<file path="config.mk">
export PLATFORM = sky130hd
export DESIGN_NAME = tbpoll_ctrl
export DESIGN_NICKNAME = d
export VERILOG_FILES = /design/src/rtl/tbpoll_pkg.sv /design/src/rtl/tbpoll_bus_port.sv /design/src/rtl/tbpoll_toggle_eval.sv /design/src/rtl/tbpoll_pair_ctr.sv /design/src/rtl/tbpoll_seq.sv /design/src/rtl/tbpoll_ctrl.sv
export SDC_FILE = /design/constraint.sdc
export NUM_CORES = 1
export LEC_CHECK = 0
export ABC_AREA = 1
export BUFFER_PORTS_ARGS = -buffer_cell sky130_fd_sc_hd__buf_2
export CORE_AREA = 5 5 114 116
export DETAILED_ROUTE_END_ITERATION = 7
export DIE_AREA = 0 0 119 121
export MAX_ROUTING_LAYER = met4
export PLACE_DENSITY_LB_ADDON = 0.2
export REMOVE_ABC_BUFFERS = 1
export SYNTH_ARGS = -nofsm -noshare
export SYNTH_HDL_FRONTEND = slang
export SYNTH_SLANG_ARGS = --single-unit
</file>
<file path="constraint.sdc">
create_clock -name clk -period 1.65 [get_ports clk]
set_input_delay 0.33 -clock clk [delete_from_list [all_inputs] [get_ports clk]]
set_output_delay 0.33 -clock clk [all_outputs]
set_load 0.005 [all_outputs]
</file>
<file path="src/rtl/tbpoll_pkg.sv">
package tbpoll_pkg;
  localparam int DATA_W     = 8;
  localparam int TOGGLE_POS = 6;
  localparam int ERROR_POS  = 5;
  localparam logic [DATA_W-1:0] RESET_CMD = 8'hF0;

  typedef enum logic [2:0] {
    ST_IDLE,
    ST_RD_A,
    ST_RD_B,
    ST_CHK_A,
    ST_CHK_B,
    ST_RST_WR
  } poll_state_t;
endpackage

</file>
<file path="src/rtl/tbpoll_bus_port.sv">
module tbpoll_bus_port #(
  parameter int AW = 24
) (
  input  logic                           clk,
  input  logic                           rst,
  input  logic                           kill,
  input  logic                           launch,
  input  logic                           launch_we,
  input  logic [AW-1:0]                  launch_addr,
  input  logic [tbpoll_pkg::DATA_W-1:0]  launch_wdata,
  input  logic                           mem_done,
  output logic                           mem_req,
  output logic                           mem_we,
  output logic [AW-1:0]                  mem_addr,
  output logic [tbpoll_pkg::DATA_W-1:0]  mem_wdata
);
  always_ff @(posedge clk) begin
    if (rst || kill) begin
      mem_req <= 1'b0;
    end else if (launch) begin
      mem_req <= 1'b1;
    end else if (mem_done) begin
      mem_req <= 1'b0;
    end
  end

  always_ff @(posedge clk) begin
    if (rst) begin
      mem_we    <= 1'b0;
      mem_addr  <= '0;
      mem_wdata <= '0;
    end else if (launch && !kill) begin
      mem_we    <= launch_we;
      mem_addr  <= launch_addr;
      mem_wdata <= launch_wdata;
    end
  end
endmodule

</file>
<file path="src/rtl/tbpoll_toggle_eval.sv">
module tbpoll_toggle_eval (
  input  logic clk,
  input  logic rst,
  input  logic clear,
  input  logic capture,
  input  logic tog_bit,
  input  logic err_bit,
  output logic toggled,
  output logic err_high
);
  logic first_q;

  always_ff @(posedge clk) begin
    if (rst || clear) begin
      first_q <= 1'b0;
    end else if (capture) begin
      first_q <= tog_bit;
    end
  end

  always_comb begin
    toggled  = tog_bit ^ first_q;
    err_high = err_bit;
  end
endmodule

</file>
<file path="src/rtl/tbpoll_pair_ctr.sv">
module tbpoll_pair_ctr #(
  parameter int MAX_PAIRS = 1024
) (
  input  logic clk,
  input  logic rst,
  input  logic clear,
  input  logic inc,
  output logic at_last
);
  localparam int CW = (MAX_PAIRS > 1) ? $clog2(MAX_PAIRS + 1) : 1;
  localparam logic [CW-1:0] LAST = CW'(MAX_PAIRS - 1);

  logic [CW-1:0] cnt_q;

  always_ff @(posedge clk) begin
    if (rst || clear) begin
      cnt_q <= '0;
    end else if (inc && cnt_q != LAST) begin
      cnt_q <= cnt_q + 1'b1;
    end
  end

  assign at_last = (cnt_q == LAST);
endmodule

</file>
<file path="src/rtl/tbpoll_seq.sv">
module tbpoll_seq
  import tbpoll_pkg::*;
#(
  parameter int AW = 24
) (
  input  logic              clk,
  input  logic              rst,
  input  logic              start,
  input  logic [AW-1:0]     start_addr,
  input  logic              abort,
  input  logic              mem_done,
  input  logic              toggled,
  input  logic              err_high,
  input  logic              at_last,
  output logic              launch,
  output logic              launch_we,
  output logic [AW-1:0]     launch_addr,
  output logic [DATA_W-1:0] launch_wdata,
  output logic              capture,
  output logic              clear_eval,
  output logic              pair_inc,
  output logic              pair_clr,
  output logic              done,
  output logic              pass,
  output logic              fail,
  output logic              timeout
);
  poll_state_t st_q, st_d;
  logic [AW-1:0] tgt_q;
  logic          to_pend_q;
  logic          fin_pass, fin_fail, set_to, accept;

  always_comb begin
    st_d         = st_q;
    launch       = 1'b0;
    launch_we    = 1'b0;
    launch_addr  = tgt_q;
    launch_wdata = '0;
    capture      = 1'b0;
    pair_inc     = 1'b0;
    pair_clr     = 1'b0;
    fin_pass     = 1'b0;
    fin_fail     = 1'b0;
    set_to       = 1'b0;
    accept       = 1'b0;
    unique case (st_q)
      ST_IDLE: begin
        if (start) begin
          accept      = 1'b1;
          launch      = 1'b1;
          launch_addr = start_addr;
          pair_clr    = 1'b1;
          st_d        = ST_RD_A;
        end
      end
      ST_RD_A: begin
        if (mem_done) begin
          capture = 1'b1;
          launch  = 1'b1;
          st_d    = ST_RD_B;
        end
      end
      ST_RD_B: begin
        if (mem_done) begin
          if (!toggled) begin
            fin_pass = 1'b1;
            st_d     = ST_IDLE;
          end else if (err_high) begin
            launch = 1'b1;
            st_d   = ST_CHK_A;
          end else if (at_last) begin
            launch       = 1'b1;
            launch_we    = 1'b1;
            launch_wdata = RESET_CMD;
            set_to       = 1'b1;
            st_d         = ST_RST_WR;
          end else begin
            pair_inc = 1'b1;
            launch   = 1'b1;
            st_d     = ST_RD_A;
          end
        end
      end
      ST_CHK_A: begin
        if (mem_done) begin
          capture = 1'b1;
          launch  = 1'b1;
          st_d    = ST_CHK_B;
        end
      end
      ST_CHK_B: begin
        if (mem_done) begin
          if (!toggled) begin
            fin_pass = 1'b1;
            st_d     = ST_IDLE;
          end else begin
            launch       = 1'b1;
            launch_we    = 1'b1;
            launch_wdata = RESET_CMD;
            st_d         = ST_RST_WR;
          end
        end
      end
      ST_RST_WR: begin
        if (mem_done) begin
          fin_fail = 1'b1;
          st_d     = ST_IDLE;
        end
      end
      default: st_d = ST_IDLE;
    endcase
    if (abort) begin
      st_d     = ST_IDLE;
      launch   = 1'b0;
      capture  = 1'b0;
      pair_inc = 1'b0;
      pair_clr = 1'b1;
      fin_pass = 1'b0;
      fin_fail = 1'b0;
      set_to   = 1'b0;
      accept   = 1'b0;
    end
  end

  assign clear_eval = abort || accept;

  always_ff @(posedge clk) begin
    if (rst) begin
      st_q      <= ST_IDLE;
      tgt_q     <= '0;
      to_pend_q <= 1'b0;
      done      <= 1'b0;
      pass      <= 1'b0;
      fail      <= 1'b0;
      timeout   <= 1'b0;
    end else begin
      st_q <= st_d;
      done <= fin_pass || fin_fail;
      if (accept) begin
        tgt_q   <= start_addr;
        pass    <= 1'b0;
        fail    <= 1'b0;
        timeout <= 1'b0;
      end
      if (accept || abort) begin
        to_pend_q <= 1'b0;
      end else if (set_to) begin
        to_pend_q <= 1'b1;
      end
      if (fin_pass) begin
        pass <= 1'b1;
      end
      if (fin_fail) begin
        fail    <= 1'b1;
        timeout <= to_pend_q;
      end
    end
  end
endmodule

</file>
<file path="src/rtl/tbpoll_ctrl.sv">
module tbpoll_ctrl
  import tbpoll_pkg::*;
#(
  parameter int AW        = 24,
  parameter int MAX_PAIRS = 1024
) (
  input  logic              clk,
  input  logic              rst,
  input  logic              start,
  input  logic [AW-1:0]     start_addr,
  input  logic              abort,
  output logic              mem_req,
  output logic              mem_we,
  output logic [AW-1:0]     mem_addr,
  output logic [DATA_W-1:0] mem_wdata,
  input  logic [DATA_W-1:0] mem_rdata,
  input  logic              mem_done,
  output logic              done,
  output logic              pass,
  output logic              fail,
  output logic              timeout
);
  logic              launch, launch_we, capture, clear_eval;
  logic              pair_inc, pair_clr, at_last, toggled, err_high;
  logic [AW-1:0]     launch_addr;
  logic [DATA_W-1:0] launch_wdata;
  logic              unused_rdata;

  assign unused_rdata = ^mem_rdata;

  tbpoll_seq #(.AW(AW)) u_seq (
    .clk(clk), .rst(rst), .start(start), .start_addr(start_addr),
    .abort(abort), .mem_done(mem_done), .toggled(toggled),
    .err_high(err_high), .at_last(at_last), .launch(launch),
    .launch_we(launch_we), .launch_addr(launch_addr),
    .launch_wdata(launch_wdata), .capture(capture),
    .clear_eval(clear_eval), .pair_inc(pair_inc), .pair_clr(pair_clr),
    .done(done), .pass(pass), .fail(fail), .timeout(timeout)
  );

  tbpoll_toggle_eval u_eval (
    .clk(clk), .rst(rst), .clear(clear_eval), .capture(capture),
    .tog_bit(mem_rdata[TOGGLE_POS]), .err_bit(mem_rdata[ERROR_POS]),
    .toggled(toggled), .err_high(err_high)
  );

  tbpoll_pair_ctr #(.MAX_PAIRS(MAX_PAIRS)) u_pairs (
    .clk(clk), .rst(rst), .clear(pair_clr), .inc(pair_inc),
    .at_last(at_last)
  );

  tbpoll_bus_port #(.AW(AW)) u_bus (
    .clk(clk), .rst(rst), .kill(abort), .launch(launch),
    .launch_we(launch_we), .launch_addr(launch_addr),
    .launch_wdata(launch_wdata), .mem_done(mem_done),
    .mem_req(mem_req), .mem_we(mem_we), .mem_addr(mem_addr),
    .mem_wdata(mem_wdata)
  );
endmodule

</file>
==> out/results.txt <==
In this run the power spent charging and discharging nets is 1130 µW. Hold timing on the final database bottoms out at a slack of 0.258 ns. The clock drives 70 sinks.

The share of the cycle needed by the critical path after routing works out to 0.883. The floorplan step set the die width to 119 µm. Arrival time at the worst endpoint: 1.69 ns. TritonCTS built the clock tree. Dividing the detail-routed via count by the number of cells gives 4.53. Counting instances in the post-synthesis netlist gives the leading cell types as sky130_fd_sc_hd__nand2_1, sky130_fd_sc_hd__dfxtp_1, sky130_fd_sc_hd__nor2_1.

The run gives 0.00593 ns as the setup clock skew after layout. The analysis attributes to cell leakage a power of 0.00202 µW. Fraction of final layout cells sized beyond drive strength 1: 0.224. The run gives 15,200 µm as the first-pass GRT wire length. Buffers added to address setup during post-CTS repair amount to 0. Insertion delay to the later sink of the worst-skew pair: 0.34 ns. The synthesized netlist occupies a cell area of 3490 µm². The share of the core filled with cells in the final layout is 0.367. The total overflow left after global routing is 0.

Setup repair after global routing left no endpoint under its margin. Yosys instantiated no cell more often than sky130_fd_sc_hd__nand2_1. The tools report the number of buffers created by CTS as 9. The length of the first detailed-routing pass in iterations was 5; the global-route total usage across every layer was 0.136. Area growth from synthesis to final layout: 24.1%.

The run gives 1 as the number of antenna violations at the first check in global routing. The aggregate routed wire length was 9140 µm. The tools report the final number of max-transition violations as 0. After technology mapping, the gate count stands at 504. The number of top-level design ports was 75. The largest fanout of any net on the critical path is 13, and the internal power summed over all cells is 3090 µW. Largest net degree at the start of global routing: 52.

After the flow finishes, the layout carries non-filler instances totaling 724. The layout has 1,274 filler cells. Routability-driven placement finished with a final weighted congestion of 0.806. By area the synthesized netlist is led by sky130_fd_sc_hd__dfxtp_1, sky130_fd_sc_hd__nand2_1, sky130_fd_sc_hd__a21oi_1, sky130_fd_sc_hd__nor2_1, sky130_fd_sc_hd__nand3b_1. After legalization and detailed placement, the total HPWL measured 6190 µm. The clock root buffer is sky130_fd_sc_hd__clkbuf_16.

Summed over all failing endpoints, the final setup total negative slack is 0 ns. In this run, synthesis inferred 0 flip-flops with an integrated enable. The largest total area in the synthesized netlist belongs to sky130_fd_sc_hd__dfxtp_1. The logs give 3 for the number of H-tree levels and 3,163 for the via count of the first global-routing pass. The routed layout has 3,282 vias. The tools report the total DRC errors in the routed layout as 0. The starting density of the core came out at 0.296. Synthesis instantiated 28 different standard cells from the library. The total die area is 14,400 µm².

At the placement stage, the worst setup path has a slack of 0.112 ns. For the first-iteration detailed-routing DRC count, the log shows 167. The top-area cell type share of the netlist area works out to 0.401. The share of the yosys chip area belonging to registers was 0.401. The total of warnings raised by yosys came out at 0. The portion of total power attributed to the clock network was 0.429.

The number of hold violations in the final report was 0. The time the final worst path needs with I/O delays and setup works out to 1.46 ns. Hold repair after CTS inserted 0 buffers. IR analysis of the VDD net gives a maximum drop of 412 µV. Power spread over the standard cell area amounts to 973 nW/µm².

The logs give 0.137 for the combinational fraction of design power and 0 for the setup-violating endpoint count in the final report. In this run the core area contains 40 standard-cell rows. Clock-pin slew was measured on the worst setup and hold paths at 0.06 ns. Path category of the worst min-delay check: input port to register. The worst setup path is captured at a register.

Across the run, the number of max-cap violations was 0. The number of nets in the final layout was 609; the maximum single-stage delay on the critical path was 0.38 ns. From bottom edge to top edge, the die measures 121 µm. Synthesis inferred 70 register bits. The run finished with clean final reports. After layout, the worst setup slack is 0.192 ns. STA puts the critical path data required time at 1.88 ns. The tools report the startpoint type of the worst setup path as a register. The longest clock path from root to sink contains 2 buffers. The sequential share of power came out at 0.434. The remaining antenna violation count is 0. The async set-reset flop share out of synthesis is 0, and the number of input and output port buffers inserted is 64. Averaged over all synthesized cells, the footprint is 6.93 µm². In the synthesized netlist the dominant register cell turns out to be sky130_fd_sc_hd__dfxtp_1. The critical path is of the register to register type. For the maximum frequency from static timing analysis, the log shows 686 MHz.

The cell with the biggest individual delay on the critical path is sky130_fd_sc_hd__dfxtp_1. The placed cell count came out at 707. The floorplan step defined a core boundary enclosing 11,800 µm². Traced cell by cell, the critical path runs through buf_4, nor2_8, nand3_4, nand2_2, inv_4, nand2_4, inv_4, buf_12, nor2_1, nor2_1. The fraction of power spent switching nets came out at 0.268.

The routed length per instance came out at 12.6 µm.
per-stage QoR:
stage               instance area, µm²  total power [µW]
floorplan                         3300              2190
global placement                  4050              2440
detailed placement                4050              2450
CTS                               4330              4320
global route                      4340              4460
finish                            4340              4220
sequential cells by signal, summed over array words and instances, names as in the netlist:
name,count
u_pairs.cnt_q,11
u_seq.tgt_q,24
u_eval.first_q,1
u_seq.to_pend_q,1
u_seq.st_q,3
u_seq.fail,1
u_bus.mem_wdata,1
u_bus.mem_addr,24
u_seq.pass,1
u_seq.timeout,1
u_bus.mem_req,1
u_seq.done,1
final timing paths:
path                       start                 to  slack, ns  cells past startpoint
setup / recovery   u_seq.st_q[2]  u_bus.mem_addr[2]       0.19                     10
hold / removal               rst         u_seq.fail       0.26                      2
setup reg to reg   u_seq.st_q[2]  u_bus.mem_addr[2]       0.19                     10
hold reg to reg   u_seq.tgt_q[8]     u_seq.tgt_q[8]       0.44                      2
area by class of cell:
class / instances / area (µm²) / share of cell area
multi-input cells: 354 / 1710 / 0.395
flip-flops and latches: 70 / 1400 / 0.323
repair buffers: 87 / 568 / 0.131
clock buffers: 11 / 243 / 0.0560
inverters: 49 / 189 / 0.0436
well taps: 147 / 184 / 0.0424
clock inverters: 5 / 35.0 / 0.00808
diodes: 1 / 2.50 / 0.000577
timing repair:
action,CTS,global route
resized for setup,0,1
hold endpoints to repair,0,0
endpoints found under the setup margin,0,4
kinds of logic after synthesis:
logic type / synth area share
and+or+nand+nor: 0.351
buffers and inverters: 0.113
AOI/OAI and AO/OA: 0.112
DFF: 0.401
xor gates and xnor gates: 0.0176
adders and majority gates: 0.00358
other: 0.00107
placed cells by master, fill, tap and decap left out, drive strengths merged, types with 4 or more instances in the layout:
cell type,instances
nand2,129
buf,87
dfxtp,70
nor2,69
inv,49
a21oi,44
nand3,36
o21ai,33
nand3b,24
clkbuf,11
xor2,5
conb,4
clkinv,4
per-layer routing:
layer  share of wire  wire, µm  track usage
met5               0         0            -
met4           0.014       130       0.0420
met3           0.048       436       0.0466
met2            0.50      4590        0.233
met1            0.44      3980        0.150
power by group through the flow:
stage	Combinational (µW)	Clock [µW]	Sequential, µW
final	579	1810	1830
after global routing	661	1960	1840
after CTS	588	1900	1830
after detailed placement	584	0	1870
after global placement	578	0	1870
after floorplan	321	0	1870
worst max-delay path, delay by kind of cell (launching register included):
kind          cells  cell delay [ns]
buf+inv           4             0.43
flops             1             0.38
simple gates      6             0.55
(Power assumes the default switching activity.)
